`src/rtl/eeprom_eng_pkg.sv`:
```
package eeprom_eng_pkg;
  typedef enum logic [3:0] {
    S_IDLE, S_DEV, S_DEV_ACK, S_WA, S_WA_ACK, S_WD, S_WD_ACK, S_RD, S_RACK, S_RLOAD
  } eng_state_t;

  localparam logic [3:0] CODE_ARRAY = 4'b1010;
  localparam logic [3:0] CODE_PROT  = 4'b0110;
endpackage

```
`src/rtl/i2c_line_sync.sv`:
```
module i2c_line_sync #(
  parameter int STAGES = 2
) (
  input  logic clk,
  input  logic rst_n,
  input  logic scl_i,
  input  logic sda_i,
  output logic scl_s,
  output logic sda_s,
  output logic scl_rise,
  output logic scl_fall,
  output logic start_ev,
  output logic stop_ev
);
  logic [STAGES-1:0] scl_ff, sda_ff;
  logic scl_p, sda_p;

  always_ff @(posedge clk or negedge rst_n) begin
    if (!rst_n) begin
      scl_ff <= '1;
      sda_ff <= '1;
      scl_p  <= 1'b1;
      sda_p  <= 1'b1;
    end else begin
      scl_ff <= {scl_ff[STAGES-2:0], scl_i};
      sda_ff <= {sda_ff[STAGES-2:0], sda_i};
      scl_p  <= scl_s;
      sda_p  <= sda_s;
    end
  end

  assign scl_s    = scl_ff[STAGES-1];
  assign sda_s    = sda_ff[STAGES-1];
  assign scl_rise = scl_s & ~scl_p;
  assign scl_fall = ~scl_s & scl_p;
  assign start_ev = scl_s & scl_p & sda_p & ~sda_s;
  assign stop_ev  = scl_s & scl_p & ~sda_p & sda_s;
endmodule

```
`src/rtl/addr_ptr.sv`:
```
module addr_ptr #(
  parameter int AW        = 8,
  parameter int PAGE_BITS = 4
) (
  input  logic          clk,
  input  logic          rst_n,
  input  logic          load,
  input  logic [AW-1:0] load_val,
  input  logic          wr_adv,
  input  logic          rd_adv,
  output logic [AW-1:0] ptr
);
  function automatic logic [AW-1:0] page_next(logic [AW-1:0] a);
    logic [PAGE_BITS-1:0] lo;
    lo = a[PAGE_BITS-1:0] + 1'b1;
    return {a[AW-1:PAGE_BITS], lo};
  endfunction

  function automatic logic [AW-1:0] seq_next(logic [AW-1:0] a);
    return a + 1'b1;
  endfunction

  always_ff @(posedge clk or negedge rst_n) begin
    if (!rst_n)      ptr <= '0;
    else if (load)   ptr <= load_val;
    else if (wr_adv) ptr <= page_next(ptr);
    else if (rd_adv) ptr <= seq_next(ptr);
  end

  // full-array wrap on reads
  p_read_wrap_r9: assert property (@(posedge clk) disable iff (!rst_n)
    (rd_adv && !load && !wr_adv && ptr == '1) |=> (ptr == '0));

  // page row kept during writes
  p_page_hold_r6: assert property (@(posedge clk) disable iff (!rst_n)
    (wr_adv && !load) |=> (ptr[AW-1:PAGE_BITS] == $past(ptr[AW-1:PAGE_BITS])));
endmodule

```
`src/rtl/eeprom_tgt_engine.sv`:
```
module eeprom_tgt_engine
  import eeprom_eng_pkg::*;
#(
  parameter int AW          = 8,
  parameter int DW          = 8,
  parameter int SYNC_STAGES = 2,
  parameter int PAGE_BITS   = 4
) (
  input  logic          clk,
  input  logic          rst_n,
  input  logic          scl_i,
  input  logic          sda_i,
  output logic          sda_oe,
  input  logic [2:0]    dev_pins,
  input  logic          cycle_busy,
  input  logic          hdr_ok,
  output logic          hdr_pend,
  output logic [DW-1:0] hdr_byte,
  output logic          wb_valid,
  output logic [AW-1:0] wb_addr,
  output logic [DW-1:0] wb_data,
  output logic [AW-1:0] mem_raddr,
  input  logic [DW-1:0] mem_rdata,
  output logic          stop_pulse
);
  localparam int BCW = $clog2(DW + 1);

  logic scl_s, sda_s, scl_rise, scl_fall, start_ev, stop_ev;

  i2c_line_sync #(.STAGES(SYNC_STAGES)) u_sync (
    .clk(clk), .rst_n(rst_n), .scl_i(scl_i), .sda_i(sda_i),
    .scl_s(scl_s), .sda_s(sda_s), .scl_rise(scl_rise), .scl_fall(scl_fall),
    .start_ev(start_ev), .stop_ev(stop_ev)
  );

  eng_state_t     st;
  logic [BCW-1:0] bitn;
  logic [DW-1:0]  sh;
  logic           ack_half, rw_q, prot_q;
  logic [AW-1:0]  ptr;

  // named internal events
  logic          in_rx, in_ack, byte_in_done, hdr_accept, do_ack;
  logic          ld_ptr, wr_adv, rd_adv;
  logic [DW-1:0] byte_now, rd_byte;

  assign byte_now     = {sh[DW-2:0], sda_s};
  assign in_rx        = (st == S_DEV) || (st == S_WA) || (st == S_WD);
  assign in_ack       = (st == S_DEV_ACK) || (st == S_WA_ACK) || (st == S_WD_ACK);
  assign byte_in_done = in_rx && scl_rise && (bitn == BCW'(DW - 1));
  assign hdr_accept   = !cycle_busy &&
                        (((sh[7:4] == CODE_ARRAY) && (sh[3:1] == dev_pins)) ||
                         ((sh[7:4] == CODE_PROT) && hdr_ok));
  assign do_ack       = (st == S_DEV_ACK) ? hdr_accept : 1'b1;
  assign ld_ptr       = byte_in_done && (st == S_WA) && !prot_q;
  assign wr_adv       = byte_in_done && (st == S_WD) && !prot_q;
  assign rd_adv       = scl_rise && (st == S_RACK) && !prot_q;
  assign rd_byte      = prot_q ? '1 : mem_rdata;

  assign hdr_pend  = (st == S_DEV_ACK) && !ack_half;
  assign hdr_byte  = sh;
  assign mem_raddr = ptr;

  addr_ptr #(.AW(AW), .PAGE_BITS(PAGE_BITS)) u_ptr (
    .clk(clk), .rst_n(rst_n), .load(ld_ptr), .load_val(AW'(byte_now)),
    .wr_adv(wr_adv), .rd_adv(rd_adv), .ptr(ptr)
  );

  always_ff @(posedge clk or negedge rst_n) begin
    if (!rst_n) begin
      st <= S_IDLE; bitn <= '0; sh <= '0; sda_oe <= 1'b0;
      ack_half <= 1'b0; rw_q <= 1'b0; prot_q <= 1'b0;
      wb_valid <= 1'b0; wb_addr <= '0; wb_data <= '0; stop_pulse <= 1'b0;
    end else begin
      wb_valid   <= wr_adv;
      stop_pulse <= stop_ev;
      if (wr_adv) begin
        wb_addr <= ptr;
        wb_data <= byte_now;
      end
      if (start_ev) begin
        st <= S_DEV; bitn <= '0; sda_oe <= 1'b0; ack_half <= 1'b0;
      end else if (stop_ev) begin
        st <= S_IDLE; sda_oe <= 1'b0; ack_half <= 1'b0;
      end else begin
        case (st)
          S_DEV, S_WA, S_WD: if (scl_rise) begin
            sh <= byte_now;
            if (bitn == BCW'(DW - 1)) begin
              bitn <= '0;
              st   <= (st == S_DEV) ? S_DEV_ACK : (st == S_WA) ? S_WA_ACK : S_WD_ACK;
            end else bitn <= bitn + 1'b1;
          end
          S_DEV_ACK, S_WA_ACK, S_WD_ACK: if (scl_fall) begin
            if (!ack_half) begin
              if (do_ack) begin
                sda_oe   <= 1'b1;
                ack_half <= 1'b1;
                if (st == S_DEV_ACK) begin
                  rw_q   <= sh[0];
                  prot_q <= (sh[7:4] == CODE_PROT);
                end
              end else st <= S_IDLE;
            end else begin
              ack_half <= 1'b0;
              if (st == S_DEV_ACK && rw_q) begin
                sh     <= rd_byte;
                sda_oe <= !rd_byte[DW-1];
                bitn   <= '0;
                st     <= S_RD;
              end else begin
                sda_oe <= 1'b0;
                st     <= (st == S_DEV_ACK) ? S_WA : S_WD;
              end
            end
          end
          S_RD: begin
            if (scl_rise) bitn <= bitn + 1'b1;
            else if (scl_fall) begin
              if (bitn == BCW'(DW)) begin
                sda_oe <= 1'b0; bitn <= '0; st <= S_RACK;
              end else begin
                sh     <= {sh[DW-2:0], 1'b0};
                sda_oe <= !sh[DW-2];
              end
            end
          end
          S_RACK:  if (scl_rise) st <= sda_s ? S_IDLE : S_RLOAD;
          S_RLOAD: if (scl_fall) begin
            sh <= rd_byte; sda_oe <= !rd_byte[DW-1]; st <= S_RD;
          end
          default: ;
        endcase
      end
    end
  end

  // stop releases the line
  p_release_on_stop_r1: assert property (@(posedge clk) disable iff (!rst_n)
    stop_ev |=> !sda_oe);
  // start restarts header reception
  p_restart_on_start_r1: assert property (@(posedge clk) disable iff (!rst_n)
    start_ev |=> (st == S_DEV && bitn == '0));
  // busy headers get no ack
  p_busy_silent_r10: assert property (@(posedge clk) disable iff (!rst_n)
    (st == S_DEV_ACK && scl_fall && !ack_half && cycle_busy) |=> (st == S_IDLE && !sda_oe));
  // pin mismatch gets no ack
  p_pin_miss_r2: assert property (@(posedge clk) disable iff (!rst_n)
    (st == S_DEV_ACK && scl_fall && !ack_half && sh[7:4] == CODE_ARRAY && sh[3:1] != dev_pins)
      |=> !sda_oe);
  // protect-code transfers never reach the page buffer
  p_no_wb_prot_r11: assert property (@(posedge clk) disable iff (!rst_n)
    wb_valid |-> !prot_q);
endmodule

```
`config.mk`:
```
export PLATFORM = sky130hd
export DESIGN_NAME = eeprom_tgt_engine
export DESIGN_NICKNAME = d
export VERILOG_FILES = /design/src/rtl/eeprom_eng_pkg.sv /design/src/rtl/i2c_line_sync.sv /design/src/rtl/addr_ptr.sv /design/src/rtl/eeprom_tgt_engine.sv
export SDC_FILE = /design/constraint.sdc
export NUM_CORES = 1
export LEC_CHECK = 0
export BUFFER_PORTS_ARGS = -buffer_cell sky130_fd_sc_hd__buf_2
export CAP_MARGIN = 20
export CORE_MARGIN = 10
export CORE_UTILIZATION = 60
export DETAILED_ROUTE_END_ITERATION = 8
export GPL_ROUTABILITY_DRIVEN = 0
export PLACE_DENSITY_LB_ADDON = 0.05
export SETUP_SLACK_MARGIN = 0.5
export SYNTH_ARGS = -nofsm -noshare
export SYNTH_HDL_FRONTEND = slang
export SYNTH_SLANG_ARGS = --single-unit
```
`constraint.sdc`:
```
create_clock -name clk -period 5.95 [get_ports clk]
set_clock_uncertainty 0.2 [all_clocks]
set_input_delay 0.2975 -clock clk [delete_from_list [all_inputs] [get_ports clk]]
set_output_delay 0.2975 -clock clk [all_outputs]
set_load 0.1 [all_outputs]
```
* Word level (Yosys, flattened, before mapping)
Cells that the tools add are included.
** Storage, ports and cells
- Register bits :: 52
- Bits of input ports :: 17
- Output and inout port bits :: 36
- Logic and storage cells :: 172
** Operators by class
- Add/subtract/negate cells :: 3
- Equal/unequal tests :: 40
- Mux-type cells :: 60
- Bitwise logic cells :: 14
- Reduce and logical (&&, ||, !) cells :: 38
** Operators with widths (count)
- 8-bit two-way mux :: 12
- 4-bit two-way mux :: 23
- 4-bit inequality test (second input constant) :: 10
- 8-bit case mux with 4 select lines :: 1
- 4-bit by 3-bit equality test with 1-bit output (second input constant) :: 6
- 2-bit inequality test (second input constant) :: 10
- 4-bit case mux with 5 select lines :: 1
- 1-bit two-way mux :: 17
- 4-bit equality test (second input constant) :: 4
- 1-bit logical AND :: 13
- 3-bit inequality test (second input constant) :: 4
- 4-bit case mux with 3 select lines :: 1
- 11-bit AND reduction :: 1
- 5-bit inequality test (second input constant) :: 2
- 10-bit AND reduction :: 1
- 3-bit two-way mux :: 3
- 3-bit nonzero test :: 3
- 4-bit by 1-bit adder with 4-bit output (second input constant) :: 2
- 8-bit by 1-bit adder with 8-bit output (second input constant) :: 1
- 4-bit by 2-bit equality test with 1-bit output (second input constant) :: 2
- 8-bit AND reduction :: 1
- 4-bit nonzero test :: 2
- 1-bit AND :: 7
- 1-bit inverter :: 7
- other kinds (13) :: 21

* Depth between registers and ports, before layout
- Depth after elaboration :: 11
- Mapped depth :: 8
- Depth with buffers taken out :: 8

* Modules after synthesis
A second synthesis with hierarchy kept.
** Second synthesis, totals
- Cell total of the unflattened synthesis :: 288
- Area, all modules :: 2975.4 µm²
** By module, submodules not included
- eeprom_tgt_engine :: times used 1, cells an instance 228, area each 2323.5 µm², seq. area each 950.9 µm²
- addr_ptr :: times used 1, cells an instance 50, area each 461.7 µm², seq. area each 200.2 µm²
- i2c_line_sync :: times used 1, cells an instance 10, area each 190.2 µm², seq. area each 157.7 µm²

* Worst setup path after synthesis
No wires, ideal clock.
- Kind :: reg2reg
- Start :: register st[0]
- End :: register rw_q
- Library setup time :: 0.126 ns
- Arrival :: 3.066 ns
- Data required time :: 5.624 ns
- Path slack :: 2.558 ns
- Stages on the path, launching flop included :: 7
- Path buffers :: 1
- Clock period less this slack :: 3.392 ns
- Cells stage by stage :: dfrtp_1 buf_6 or4b_4 nor2_1 nand3_1 nor3_1 mux2_2
** Between the ends
- Longest elaborated chain between the ends :: 3
- Elaborated cells on any way between the ends :: 6
- Those cells by class :: eq/ne (3); mux (1); reduce/logical (2)
** RTL lines
- from (decl) :: line eeprom_tgt_engine.sv:36 : eng_state_t st;
- from (signal assigned) :: line eeprom_tgt_engine.sv:91 : st <= (st == S_DEV) ? S_DEV_ACK : (st == S_WA) ? S_WA_ACK : S_WD_ACK;
- from (signal assigned) :: line eeprom_tgt_engine.sv:113 : st <= (st == S_DEV_ACK) ? S_WA : S_WD;
- from (signal assigned) :: line eeprom_tgt_engine.sv:128 : S_RACK: if (scl_rise) st <= sda_s ? S_IDLE : S_RLOAD;
- 4-bit by 3-bit equality test with 1-bit output or 4-bit by 2-bit equality test with 1-bit output (tied branches) :: line eeprom_tgt_engine.sv:86, eeprom_tgt_engine.sv:54, eeprom_tgt_engine.sv:99
- 3-bit OR reduction or 1-bit two-way mux (tied branches) :: line eeprom_tgt_engine.sv:86, eeprom_tgt_engine.sv:54
- 7-bit AND reduction (no line) *
- to (signal assigned) :: line eeprom_tgt_engine.sv:100 : rw_q <= sh[0];
- to (decl) :: line eeprom_tgt_engine.sv:39 : logic ack_half, rw_q, prot_q;
Every way passes the cells marked *; elsewhere a longest branch is shown, timed or not.
A chain may end at the register's enable or synchronous reset.

* Worst setup path in the final report
- Start :: register u_sync.scl_ff[1]
- End :: register sh[4] (netlist: hdr_byte[4])
** Between the ends
- Longest elaborated chain between the ends :: 5
- Elaborated cells on any way between the ends :: 16
- Those cells by class :: eq/ne (5); bitwise (10); reduce/logical (1)
** RTL lines
- from (decl) :: line i2c_line_sync.sv:15 : logic [STAGES-1:0] scl_ff, sda_ff;
- from (signal assigned) :: line i2c_line_sync.sv:25 : scl_ff <= {scl_ff[STAGES-2:0], scl_i};
- 1-bit AND (3 in series) :: line i2c_line_sync.sv:37 : assign stop_ev = scl_s & scl_p & ~sda_p & sda_s;
- net stop_ev :: line eeprom_tgt_engine.sv:28 : logic scl_s, sda_s, scl_rise, scl_fall, start_ev, stop_ev;
- 1-bit inverter (no line)
- 11-bit AND reduction (no line)
- to (signal assigned) :: line eeprom_tgt_engine.sv:88 : sh <= byte_now;
- to (signal assigned) :: line eeprom_tgt_engine.sv:107 : sh <= rd_byte;
- to (signal assigned) :: line eeprom_tgt_engine.sv:123 : sh <= {sh[DW-2:0], 1'b0};
- to (decl) :: line eeprom_tgt_engine.sv:38 : logic [DW-1:0] sh;
The timed path passes the listed nets, and every way through them passes these cells.

==> flow_summary.yaml <==
sta:
  relSlewSlack: 0.390
  worst_pin_slew_ns: 0.915
  max_freq_ghz: 0.357
  hold_violations: 0
  fin_setup_tns_ns: 0
  setup_viol: 0
  period_share: 0.471
  min_period_ns: 2.80
  slew_violations: 0
  rsz0062_at_grt: "false"
routing:
  wl_per_cell_um: 16.3
  drt_iter0_drc: 209
  route.final.wire_length_mm: 6.97
  firstDrtPassIters: 4
  avgViaCountPerCell: 5.83
  ant_nets: 0
  dr_total_vias: 2495
  drc_errors: 0
floorplan:
  io_pins: 53
  dieArea_um2: 8190
  die_width_um: 90.5
  core-area_um2: 4750
  rows: 25
  fp.dieH_um: 90.5
  initial_core_util: 0.627
final_layout:
  drive_above_1_share: 0.291
  regArea_um2: 1310
  multi_input_area_um2: 1560
  nNetsFinal: 383
  n_antenna_cell: 0
  area_growth_syn_to_layout_pct: 14.9
  utilization: 0.721
  fillers: 379
power_and_ir_drop:
  pwr_density_cell_nw_per_um2: 449
  leakage_uw: 0.00161
  ir_worst_vdd_mv: 0.274
global_routing:
  grtUsageTotal: 0.170
  grt_pass1_wl_mm: 11.8
  grt_max_degree: 53
  grt_pass1_vias: 2487
  antenna_found_initial: 0
  grt.overflow.total: 0
critical_path:
  startpoint_type: "flip-flop"
  crit_type: "flip-flop to flip-flop"
  crit_path_end_kind: "flip-flop"
  crit_fanout: 9
  required_ns: 5.96
  cp.arrival_ns: 2.81
synth:
  synth_area_leader_cell: "dfrtp_1"
  syn_area_per_cell_um2: 9.65
  synthAdderAreaFrac: 0.0252
  synthCells: 309
  syn-cell-area_um2: 2980
  ys_warn_count: 0
  synth_nets: 332
  ys_ff_latch: 52
  yosys-top-cells-area: "dfrtp_1, mux2_2, dfstp_2"
  synth_compound_area_frac: 0.165
  synth.mux.area_fraction: 0.105
  ys_seq_area_frac: 0.439
  synth_top_family_by_area: "simple AND/OR/NAND/NOR gates"
  async_reset_ff_frac: 1.00
  synth-edff-count: 0
  synth.top_cell.area_share: 0.386
  synthFlopType: "dfrtp_1"
  synth-simple-area-share: 0.200
  yosysMostFrequentCell: "dfrtp_1"
  synth.distinct_cells: 60
  synth_commonest_cells: "dfrtp_1, nand2_1, o21ai_0"
  synth-xor-area-share: 0.0264
clock_network:
  cts.sinks: 52
  clk-insertion-delay-late_ns: 0.32
  cts_resized: 0
  cts_max_path_buffers: 2
  cts_buffers: 5
  path_clk_slew_ns: 0.10
  cts_tree: "yes"
  h-tree-depth: 2
  cts-root-buf: "clkbuf_8"
placed_design:
  io_buffers: 52
  hpwl_mm: 5.08
flow_run:
  drv_cap: 0
outcome:
  status: "completed"
worst_hold_path:
  hp-class: "flip-flop to flip-flop"
==> metrics by stage <==
stage          std cells  setup slack, ns  total power [uW]  hold slack [ns]  area, um^2
3_5_place_dp         414             2.95              1290            0.149        3260
2_1_floorplan        309             2.56              1150           -0.198        2980
4_1_cts              425             2.93              1540            0.162        3400
3_3_place_gp         414             3.03              1280            0.147        3260
6_report             428             3.15              1540            0.162        3430
5_1_grt              428             2.96              1630            0.163        3430
==> kinds of logic after synthesis <==
group	Yosys count
AOI/OAI and AO/OA	79
adders and majority gates	6
xor gates and xnor gates	9
buffers and inverters	25
and+or+nand+nor	110
muxes	28
DFF	52
==> registers in the layout, indices dropped and copies added, names as in the netlist <==
name / count
ack_half: 1
u_sync.scl_p: 1
st: 4
wb_data: 8
bitn: 4
wb_valid: 1
u_sync.sda_ff: 2
hdr_byte: 8
sda_oe: 1
wb_addr: 8
stop_pulse: 1
u_ptr.ptr: 8
u_sync.sda_p: 1
prot_q: 1
rw_q: 1
u_sync.scl_ff: 2
==> area by class of cell <==
type | count | area share
multi-input cells | 232 | 0.456
well taps | 67 | 0.0245
clock inverters | 2 | 0.0113
flip-flops and latches | 52 | 0.382
clock buffers | 6 | 0.0212
inverters | 10 | 0.0110
repair buffers | 59 | 0.0939
==> layer usage <==
layer	routed length (um)	track usage	vias to the layer above	part of all wire
met5	0	0	-	0
met1	3230	0.223	1192	0.46
met2	3220	0.264	83	0.46
met3	405	0.0449	12	0.058
li1	-	-	1208	-
met4	107	0.0584	0	0.015
==> worst max-delay path: stages, from the launching register on <==
cell and delay [ns]:
dfstp_2 0.40, ha_1 0.22, nand2_1 0.06, or2_2 0.13, inv_1 0.10, nor2_1 0.57
nand4_1 0.57, mux2_2 0.45
==> report_power, final <==
group	internal, uW	switching, uW	total, uW
combinational	218	521	740
sequential	414	138	552
clock	127	119	246
==> path summary, 6_finish.rpt <==
kind                                             from                          to  slack [ns]  cells after the start
hold reg to reg            u_sync.scl_ff[0]$_DFF_PN1_  u_sync.scl_ff[1]$_DFF_PN1_        0.16                      0
hold / removal             u_sync.scl_ff[0]$_DFF_PN1_  u_sync.scl_ff[1]$_DFF_PN1_        0.16                      0
min in group asynchronous                       rst_n         bitn[1]$_DFFE_PN0P_        0.42                      3
max in group asynchronous                       rst_n           st[1]$_DFFE_PN0P_        4.71                      3
setup / recovery           u_sync.scl_ff[1]$_DFF_PN1_     hdr_byte[4]$_DFFE_PN0P_        3.15                      7
setup reg to reg           u_sync.scl_ff[1]$_DFF_PN1_     hdr_byte[4]$_DFFE_PN0P_        3.15                      7
==> placed cells by master (no fill, tap or decap), types with 2 or more instances in the layout <==
cell           instances
a21boi_0               3
a21o_1                 2
a21oi_1               15
a22oi_1                2
a31oi_1                2
a32o_1                 2
and2_1                 3
and3_1                 5
and3b_1                2
buf_2                 53
clkbuf_8               5
dfrtp_1               46
dfstp_2                6
dlygate4sd3_1          3
ha_1                   6
inv_1                 10
mux2_2                27
nand2_1               35
nand2b_1               5
nand3_1               12
nand3b_1               4
nand4_1                2
nor2_1                18
nor2b_1                4
nor3_1                 5
nor4_1                 2
o211ai_1               2
o21ai_0               31
o21ai_1                2
o21bai_1               2
o22ai_1                2
o31ai_1                3
xnor2_1                2
xor2_1                 7
==> repair_timing <==
| action | in CTS | in global routing |
|---|---|---|
| hold buffers | 3 | 0 |
| setup buffers | 0 | 0 |
| hold endpoints to repair | 48 | 0 |
(Power assumes the default switching activity.)
